`src/rtl/irq_pad_router_pkg.sv`:
```
package irq_pad_router_pkg;
  localparam int ADDR_W        = 8;
  localparam int REG_W         = 32;
  localparam int LANE_W        = 8;
  localparam int LANES_PER_REG = REG_W / LANE_W;
  localparam int FILT_W        = 4;
  localparam int SGL_BASE      = 0;
  localparam int BOTH_BASE     = 8;
  localparam int LOW_BASE      = 16;

  localparam logic [ADDR_W-1:0] OFS_TRIG  = 8'h00;
  localparam logic [ADDR_W-1:0] OFS_PADLO = 8'h04;
  localparam logic [ADDR_W-1:0] OFS_PADHI = 8'h08;
  localparam logic [ADDR_W-1:0] OFS_FILT  = 8'h0C;

  typedef enum logic [2:0] {
    RSEL_TRIG,
    RSEL_PADLO,
    RSEL_PADHI,
    RSEL_FILT,
    RSEL_NONE
  } reg_sel_e;

  function automatic reg_sel_e decode_addr(input logic [ADDR_W-1:0] a);
    reg_sel_e r;
    case (a)
      OFS_TRIG:  r = RSEL_TRIG;
      OFS_PADLO: r = RSEL_PADLO;
      OFS_PADHI: r = RSEL_PADHI;
      OFS_FILT:  r = RSEL_FILT;
      default:   r = RSEL_NONE;
    endcase
    return r;
  endfunction
endpackage

```
`src/rtl/irq_pad_regs.sv`:
```
module irq_pad_regs
  import irq_pad_router_pkg::*;
(
  input  logic              clk,
  input  logic              rst,
  input  logic              we,
  input  logic [ADDR_W-1:0] addr,
  input  logic [REG_W-1:0]  wdata,
  output logic [REG_W-1:0]  rdata,
  output logic [REG_W-1:0]  trig_q,
  output logic [REG_W-1:0]  padlo_q,
  output logic [REG_W-1:0]  padhi_q,
  output logic [REG_W-1:0]  filt_q
);
  reg_sel_e sel;

  always_comb sel = decode_addr(addr);

  // Storage: full width kept so read-modify-write returns every bit.
  always_ff @(posedge clk) begin
    if (rst) begin
      trig_q  <= '0;
      padlo_q <= '0;
      padhi_q <= '0;
      filt_q  <= '0;
    end else if (we) begin
      case (sel)
        RSEL_TRIG:  trig_q  <= wdata;
        RSEL_PADLO: padlo_q <= wdata;
        RSEL_PADHI: padhi_q <= wdata;
        RSEL_FILT:  filt_q  <= wdata;
        default:    ;
      endcase
    end
  end

  // Registered read port; holes read as zero.
  always_ff @(posedge clk) begin
    if (rst) begin
      rdata <= '0;
    end else begin
      case (sel)
        RSEL_TRIG:  rdata <= trig_q;
        RSEL_PADLO: rdata <= padlo_q;
        RSEL_PADHI: rdata <= padhi_q;
        RSEL_FILT:  rdata <= filt_q;
        default:    rdata <= '0;
      endcase
    end
  end
endmodule

```
`src/rtl/irq_pad_sync.sv`:
```
module irq_pad_sync #(
  parameter int WIDTH  = 8,
  parameter int STAGES = 2
) (
  input  logic             clk,
  input  logic             rst,
  input  logic [WIDTH-1:0] d,
  output logic [WIDTH-1:0] q
);
  logic [WIDTH-1:0] stage_q [STAGES];

  always_ff @(posedge clk) begin
    if (rst) begin
      for (int s = 0; s < STAGES; s++) stage_q[s] <= '0;
    end else begin
      stage_q[0] <= d;
      for (int s = 1; s < STAGES; s++) stage_q[s] <= stage_q[s-1];
    end
  end

  assign q = stage_q[STAGES-1];
endmodule

```
`src/rtl/irq_chan_slice.sv`:
```
module irq_chan_slice #(
  parameter int NUM_PADS = 120,
  parameter int SEL_W    = 8,
  parameter int FILT_W   = 4
) (
  input  logic                clk,
  input  logic                rst,
  input  logic [NUM_PADS-1:0] pads,
  input  logic [SEL_W-1:0]    sel,
  input  logic                sgl_in,
  input  logic                both_in,
  input  logic                low_in,
  input  logic [FILT_W-1:0]   filt_in,
  output logic                raw_o,
  output logic                sgl_o,
  output logic                both_o,
  output logic                low_o,
  output logic [FILT_W-1:0]   filt_o
);
  localparam int SPAN = 1 << SEL_W;

  // Zero-extend the pad bank to the full select span so that any
  // select at or past NUM_PADS lands on a constant zero.
  logic [SPAN-1:0] ext;
  always_comb begin
    ext = '0;
    ext[NUM_PADS-1:0] = pads;
  end

  always_ff @(posedge clk) begin
    if (rst) begin
      raw_o  <= 1'b0;
      sgl_o  <= 1'b0;
      both_o <= 1'b0;
      low_o  <= 1'b0;
      filt_o <= '0;
    end else begin
      raw_o  <= ext[sel];
      sgl_o  <= sgl_in;
      both_o <= both_in;
      low_o  <= low_in;
      filt_o <= filt_in;
    end
  end
endmodule

```
`src/rtl/irq_pad_router.sv`:
```
module irq_pad_router
  import irq_pad_router_pkg::*;
#(
  parameter int NUM_PADS    = 120,
  parameter int NUM_CH      = 8,
  parameter int SYNC_STAGES = 2
) (
  input  logic                     clk,
  input  logic                     rst,
  input  logic [NUM_PADS-1:0]      pad_in,
  input  logic [ADDR_W-1:0]        reg_addr,
  input  logic                     reg_we,
  input  logic [REG_W-1:0]         reg_wdata,
  output logic [REG_W-1:0]         reg_rdata,
  output logic [NUM_CH-1:0]        ch_raw,
  output logic [NUM_CH-1:0]        ch_sgl_en,
  output logic [NUM_CH-1:0]        ch_both_en,
  output logic [NUM_CH-1:0]        ch_low_pol,
  output logic [NUM_CH*FILT_W-1:0] ch_filt_sel
);
  // Register layout holds up to two select words of LANES_PER_REG lanes.
  localparam int SEL_W = LANE_W;

  logic [REG_W-1:0]        trig_q, padlo_q, padhi_q, filt_q;
  logic [NUM_PADS-1:0]     pads_sync;
  logic [NUM_CH*SEL_W-1:0] sel_flat;

  irq_pad_regs u_regs (
    .clk     (clk),
    .rst     (rst),
    .we      (reg_we),
    .addr    (reg_addr),
    .wdata   (reg_wdata),
    .rdata   (reg_rdata),
    .trig_q  (trig_q),
    .padlo_q (padlo_q),
    .padhi_q (padhi_q),
    .filt_q  (filt_q)
  );

  irq_pad_sync #(
    .WIDTH  (NUM_PADS),
    .STAGES (SYNC_STAGES)
  ) u_sync (
    .clk (clk),
    .rst (rst),
    .d   (pad_in),
    .q   (pads_sync)
  );

  for (genvar c = 0; c < NUM_CH; c++) begin : g_ch
    localparam int LANE = c % LANES_PER_REG;
    logic [SEL_W-1:0] sel_c;

    if (c < LANES_PER_REG) begin : g_lo
      assign sel_c = padlo_q[LANE*SEL_W +: SEL_W];
    end else begin : g_hi
      assign sel_c = padhi_q[LANE*SEL_W +: SEL_W];
    end

    assign sel_flat[c*SEL_W +: SEL_W] = sel_c;

    irq_chan_slice #(
      .NUM_PADS (NUM_PADS),
      .SEL_W    (SEL_W),
      .FILT_W   (FILT_W)
    ) u_slice (
      .clk     (clk),
      .rst     (rst),
      .pads    (pads_sync),
      .sel     (sel_c),
      .sgl_in  (trig_q[SGL_BASE + c]),
      .both_in (trig_q[BOTH_BASE + c]),
      .low_in  (trig_q[LOW_BASE + c]),
      .filt_in (filt_q[c*FILT_W +: FILT_W]),
      .raw_o   (ch_raw[c]),
      .sgl_o   (ch_sgl_en[c]),
      .both_o  (ch_both_en[c]),
      .low_o   (ch_low_pol[c]),
      .filt_o  (ch_filt_sel[c*FILT_W +: FILT_W])
    );
  end

  // Stored-only bits above the last polarity lane feed the read port alone.
  logic unused_trig_hi;
  assign unused_trig_hi = ^trig_q[REG_W-1:LOW_BASE+NUM_CH];
endmodule

```
`config.mk`:
```
export PLATFORM = sky130hd
export DESIGN_NAME = irq_pad_router
export DESIGN_NICKNAME = d
export VERILOG_FILES = /design/src/rtl/irq_pad_router_pkg.sv /design/src/rtl/irq_pad_regs.sv /design/src/rtl/irq_pad_sync.sv /design/src/rtl/irq_chan_slice.sv /design/src/rtl/irq_pad_router.sv
export SDC_FILE = /design/constraint.sdc
export NUM_CORES = 1
export LEC_CHECK = 0
export BUFFER_PORTS_ARGS = -buffer_cell sky130_fd_sc_hd__buf_4
export CORE_MARGIN = 3
export CORE_UTILIZATION = 55
export DETAILED_ROUTE_END_ITERATION = 16
export MAX_ROUTING_LAYER = met4
export PLACE_DENSITY = 0.76
export SLEW_MARGIN = 20
export SYNTH_ARGS = -nofsm -noshare
export SYNTH_HDL_FRONTEND = slang
export SYNTH_SLANG_ARGS = --single-unit
```
`constraint.sdc`:
```
create_clock -name clk -period 3.85 [get_ports clk]
set_input_delay 0.1925 -clock clk [delete_from_list [all_inputs] [get_ports clk]]
set_output_delay 0.1925 -clock clk [all_outputs]
set_load 0.1 [all_outputs]
```
==> reports/metrics.cfg, run 1 <==
[flow_run]
maxCapViolCount = 0

[timing]
fin_setup_tns_ps = 0
min_period_ps = 2970
max_clock_freq_mhz = 336
timing.final.ws_setup_ps = 876
setup_viol = 0
slew_headroom_pct = 28.1
grt_setup_unrepaired = no
worstMarginPinSlew_ps = 1080
finalHoldViolations = 0
timing.final.crit_share_pct = 77.2
fin_skew_ps = 23.8
drv_slew = 0

[cts]
clock_sinks = 464
ctsLongestPathBuffers = 3
holdBufCountCts = 152
cts_resized = 0
cts_buffers = 45
root_buffer = clkbuf_16
clock_latency_ps = 580
postCtsSetupRepairBufs = 0
htreeDepth = 2
cts.clk_slew.worst_paths_ps = 60
cts_tree = built

[global_routing]
grt_pass1_vias = 18300
grt_pass1_wl_um = 113000
grt_start_max_net_pins = 173
grtUsageTotal_pct = 34.8
antenna_found_initial = 1
grt_overflow = 0

[floorplan]
design.core.area_sq_um = 39900
num_rows = 73
initial_core_util_pct = 56.0
die_y_um = 208
io_pins = 259
die_w_um = 208
dieArea_sq_um = 43100

[finish]
layout-drive-gt1-share_pct = 29.1
fin_nets = 2492
area_growth_pct = 22.8
layout_commonest_cell = dfxtp_1
final_cell_mix = dfxtp_1, nor2b_1, buf_4, nand2_1, mux4_2
postLayoutCoreUtil_pct = 68.7

[power]
p_sw_uw = 2290
seq_power_share_pct = 50.0
combPwrFrac_pct = 7.1
vdd_drop_max_v = 0.000315
p_int_uw = 7890
clkPwrFrac_pct = 42.9
cellLeakagePower_uw = 0.00973
p_per_area_nw_per_um2 = 371
switching_share_pct = 22.5

[critical_path]
worstPathArrival_ps = 3440
reg2reg_from = u_regs.padlo_q[0]
reg2reg_depth = 7
r2r-end = g_ch[0].u_slice.raw_o
cp_max_fo = 29
reg2reg_slack_ps = 880
critPathRequiredTime_ps = 4310
critPathKind = flop to flop
cp-start-kind = flop
end_kind = flop

[worst_hold_path]
hold_path_class = input port to flop
min_path_cells = 2
holdCritStartpoint = rst
worst_hold_path.endpoint = u_sync.stage_q[0][114]

[route]
vias_per_cell = 6.32
ant_nets = 0
dr.pass1.iters = 9
drtIter0Drc = 2355
wl_per_cell_um = 25.5
drc = 0
drt_wl_total_um = 73700
route.vias.total = 18200

[yosys]
synth_edf_count = 0
synth_top_area_share_pct = 41.6
synth_area_leaders = dfxtp_1, mux4_2, nor2b_1
synth_async_sr_flop_share_pct = 0
synth_fp_nets = 2194
ys_seq_area_share_pct = 41.6
netlist_instances = 2031
yosysTopAreaCell = dfxtp_1
synth.cell_area_sq_um = 22300
synth.distinct_cells = 58
yosysWarnings = 0
synth_area_per_cell_sq_um = 11.0
synth_seq_cells = 464
ys.flop_type = dfxtp_1

[placement]
hpwl_um = 48600
place_ws_ps = 885
port_buffers = 258
gp_congestion = 1.04

[outcome]
status = complete, no violations

-- metal layers --
layer / GRT usage, % / share of wire, %
met5: - / 0
met4: 14.6 / 4.7
met3: 10.2 / 12
met2: 52.9 / 47
met1: 43.7 / 36
-- kinds of logic after synthesis --
family | synth area share (%)
muxes | 29.6
and+or+nand+nor | 16.9
buffers and inverters | 4.55
AOI/OAI and AO/OA | 7.30
DFF | 41.6
-- flip-flops by register name (all words and copies together), names as in the netlist, 32 cells and up --
signal and count:
u_regs.trig_q 32, g_ch.u_slice.filt_o 32, u_regs.filt_q 32, u_sync.stage_q 240
u_regs.padhi_q 32, u_regs.rdata 32, u_regs.padlo_q 32
-- synth_stat cells (all sizes together) (3+ instances only) --
cell type and count:
nor3b 6, nand2 294, a22oi 11, nand3b 7
nand3 12, buf 87, a31oi 8, and2 4
o211ai 7, nor4 4, a222oi 32, nor2b 311
a21oi 144, o22ai 3, a22o 3, o311ai 4
mux4 249, a41oi 3, mux2i 57, nand4 8
and3 3, nand2b 11, a311oi 4, mux2 39
nor2 57, inv 10, nor3 16, clkbuf 126
dfxtp 464, o21ai 12, a2111oi 6
-- final cells by class --
cell class                      instances  area (sq um)
Antenna cell                            2          5.00
Clock buffer                           66          1340
Clock inverter                         12           128
Fill cell                            2869         12500
Inverter                               11          41.3
Multi-Input combinational cell       1343         12000
Sequential cell                       464          9300
Tap cell                              525           657
Timing Repair Buffer                  464          3910
-- stage by stage --
| step | power (uW) | area (sq um) | hold slack [ps] | std cells |
|---|---|---|---|---|
| final | 10200 | 27400 | 57.4 | 2887 |
| after global routing | 10500 | 27400 | 98.8 | 2886 |
| after CTS | 10200 | 27400 | 58.4 | 2885 |
| after detailed placement | 5780 | 24400 | 407 | 2655 |
| after global placement | 5770 | 24400 | 402 | 2655 |
| after floorplan | 5470 | 22300 | 321 | 2031 |
-- power by group through the flow --
stage / Combinational [uW] / Sequential, uW / Clock [uW]
4_1_cts: 710 / 5080 / 4430
3_3_place_gp: 577 / 5190 / 0
2_1_floorplan: 372 / 5100 / 0
6_report: 723 / 5090 / 4370
5_1_grt: 774 / 5100 / 4620
3_5_place_dp: 586 / 5190 / 0
-- worst max-delay path: stages, from the launching register on --
cell	delay, ps
dfxtp_1	400
buf_12	280
mux4_2	530
mux2i_1	380
o22ai_1	280
nor4_1	500
nor3_1	90
or3_1	370
-- worst max-delay path by stage --
| stage | start | end | cells past startpoint |
|---|---|---|---|
| 3_5_place_dp | u_regs.padlo_q[8] | g_ch[1].u_slice.raw_o | 6 |
| 6_report | u_regs.padlo_q[0] | g_ch[0].u_slice.raw_o | 7 |
| 3_3_place_gp | u_regs.padlo_q[8] | g_ch[1].u_slice.raw_o | 6 |
| 2_1_floorplan | u_regs.padlo_q[1] | g_ch[0].u_slice.raw_o | 8 |
| 5_1_grt | u_regs.padlo_q[8] | g_ch[1].u_slice.raw_o | 6 |
| 4_1_cts | u_regs.padlo_q[8] | g_ch[1].u_slice.raw_o | 6 |
Note: power is estimated with default switching activity, not from simulation.
==> inputs of run 2 (changes only) <==
--- a/config.mk
+++ b/config.mk
@@ -5,12 +5,13 @@
 export SDC_FILE = /design/constraint.sdc
 export NUM_CORES = 1
 export LEC_CHECK = 0
+export ABC_AREA = 1
 export BUFFER_PORTS_ARGS = -buffer_cell sky130_fd_sc_hd__buf_4
 export CORE_MARGIN = 3
 export CORE_UTILIZATION = 55
 export DETAILED_ROUTE_END_ITERATION = 16
 export MAX_ROUTING_LAYER = met4
-export PLACE_DENSITY = 0.76
+export PLACE_DENSITY = 0.75
 export SLEW_MARGIN = 20
 export SYNTH_ARGS = -nofsm -noshare
 export SYNTH_HDL_FRONTEND = slang
==> constraint.sdc (replaced) <==
create_clock -name clk -period 3 [get_ports clk]
set_input_delay 0.15 -clock clk [delete_from_list [all_inputs] [get_ports clk]]
set_output_delay 0.15 -clock clk [all_outputs]
set_load 0.1 [all_outputs]
==> reports/metrics.cfg, run 2 <==
[route]
wl_per_cell_um = 22.3
route.vias.total = 27100
drc = 0
dr.pass1.iters = 8
drt_wl_total_um = 103000
vias_per_cell = 5.88
ant_nets = 0
drtIter0Drc = 4104

[yosys]
synth_edf_count = 0
synth_async_sr_flop_share_pct = 0
synth_top_area_share_pct = 37.5
yosysMostFrequentCell = nand2_1
yosysTopAreaCell = dfxtp_1
netlist_instances = 3764
synth.distinct_cells = 27
synth_common_cells = nand2_1, nand3_1, nor2_1
yosysWarnings = 0
ys_seq_area_share_pct = 37.5
synth_area_leaders = dfxtp_1, nand2_1, nand3_1
synth.cell_area_sq_um = 24800
synth_seq_cells = 464
synth_area_per_cell_sq_um = 6.58
ys.flop_type = dfxtp_1
synth_fp_nets = 3927

[critical_path]
reg2reg_slack_ps = 770
cp_max_fo = 39
end_kind = flop
worstPathArrival_ps = 2770
critPathRequiredTime_ps = 3540
critPathKind = flop to flop
reg2reg_depth = 10
reg2reg_from = u_regs.padhi_q[0]
r2r-end = g_ch[4].u_slice.raw_o
cp-start-kind = flop

[placement]
gp_congestion = 1.08
placed_area_sq_um = 26600
placed_cells = 4368
hpwl_um = 66400
port_buffers = 258

[cts]
cts.clk_slew.worst_paths_ps = 60
postCtsSetupRepairBufs = 0
ctsLongestPathBuffers = 3
clock_sinks = 464
clock_latency_ps = 610
cts_buffers = 45
htreeDepth = 2
cts_tree = built
root_buffer = clkbuf_16

[global_routing]
busiest_layer = met2
grtUsageTotal_pct = 43.3
grt_start_max_net_pins = 96
grt_pass1_wl_um = 153000
grt_pass1_vias = 25200
grt.met3_usage_pct = 10.2
use_met2_pct = 64.2
grt_overflow = 0
gr-usage-met1_pct = 53.9
antenna_found_initial = 0

[power]
vdd_drop_max_v = 0.000610
cellLeakagePower_uw = 0.0129
p_per_area_nw_per_um2 = 451

[floorplan]
design.core.area_sq_um = 44300
dieArea_sq_um = 47600
initial_core_util_pct = 55.9
die_y_um = 218
die_w_um = 218
io_pins = 259
num_rows = 77

[finish]
largest_register = u_sync.stage_q
layout-drive-gt1-share_pct = 13.5
final_cell_mix = nand2_1, nand3_1, nor2_1, inv_1, dfxtp_1
finalNonFillerCells = 4606
insertedDiodeCount = 0
largest_reg_flops = 240
area_growth_pct = 19.8
fin_nets = 4143
layout_commonest_cell = nand2_1
postLayoutCoreUtil_pct = 67.0
fillers = 3743
postLayoutCellArea_sq_um = 29700

[worst_hold_path]
min_path_cells = 5
hold_path_class = input port to flop
worst_hold_path.endpoint = u_regs.padhi_q[31]
holdCritStartpoint = reg_addr[3]

[timing]
fin_setup_tns_ps = 0
grt_setup_unrepaired = no
max_clock_freq_mhz = 448
fin_skew_ps = 22.6
worstMarginPinSlew_ps = 1000
min_period_ps = 2230
drv_slew = 0
slew_headroom_pct = 33.3
hold_ws_ps = 38.9
setup_viol = 0
timing.final.crit_share_pct = 74.3
finalHoldViolations = 0

[outcome]
status = complete, no violations

[flow_run]
maxCapViolCount = 0

==> run 2: changes by cell type in the layout (fill, tap and decap cells not counted), sizes merged, moves of 123 or more <==
cell and delta:
nand2 +548, mux4 -249, nor2b -311, inv +468, o21ai +123, nand3 +571
nor2 +461
==> run 2: power breakdown <==
group	internal, uW	switching, uW
Clock	3250	2520
Combinational	474	634
Sequential	6320	179
Total	10000	3340
==> run 2: timing repair <==
action | 4_1_cts | 5_1_grt
hold buffers | 157 | 0
setup endpoints to repair | 0 | 0
resized for setup | 0 | 0
hold endpoints to repair | 259 | 0
==> run 2: worst max path at each step <==
stage / startpoint / to / slack (ps) / cells after the start
2_1_floorplan: u_regs.padlo_q[8] / g_ch[1].u_slice.raw_o / 1510 / 12
3_3_place_gp: u_regs.padhi_q[0] / g_ch[4].u_slice.raw_o / 890 / 10
3_5_place_dp: u_regs.padhi_q[0] / g_ch[4].u_slice.raw_o / 900 / 10
4_1_cts: u_regs.padhi_q[8] / g_ch[5].u_slice.raw_o / 890 / 12
5_1_grt: u_regs.padhi_q[8] / g_ch[5].u_slice.raw_o / 690 / 12
6_report: u_regs.padhi_q[0] / g_ch[4].u_slice.raw_o / 770 / 10
==> run 2: per-stage QoR <==
step / setup WS [ps] / total power [uW]
global placement: 888 / 7500
CTS: 890 / 13300
global route: 692 / 13700
finish: 770 / 13400
detailed placement: 903 / 7510
floorplan: 1510 / 7070
==> run 2: layout make-up <==
class,instances,area [sq um],share of cell area [%]
Clock buffer,66,1320,4.43
Clock inverter,15,186,0.628
Tap cell,592,741,2.50
Timing Repair Buffer,484,4180,14.1
Multi-Input combinational cell,2505,12200,40.9
Inverter,480,1800,6.07
Sequential cell,464,9300,31.3
==> run 2: cell families after synthesis <==
kind of cell    Yosys count  share of synthesized area [%]
compound gates          559                           16.2
buf+inv                 795                           13.5
simple gates           1946                           32.8
flops                   464                           37.5
==> run 2: per-layer routing <==
layer | vias to the layer above | part of all wire (%) | wire (um)
met5 | - | 0 | 0
li1 | 12500 | - | -
met3 | 472 | 13 | 12900
met4 | 0 | 7.1 | 7320
met1 | 12200 | 38 | 38600
met2 | 1906 | 43 | 43900
==> run 2: critical path, cell delays in order, from the launching register on <==
cell      delay (ps)
dfxtp_2          340
inv_2            630
buf_4            320
nor2_1            60
o211ai_1         300
nand3_1          150
nand2_1          100
nand2_1           50
nand3_1           70
nand2_1           50
nor2_1            90
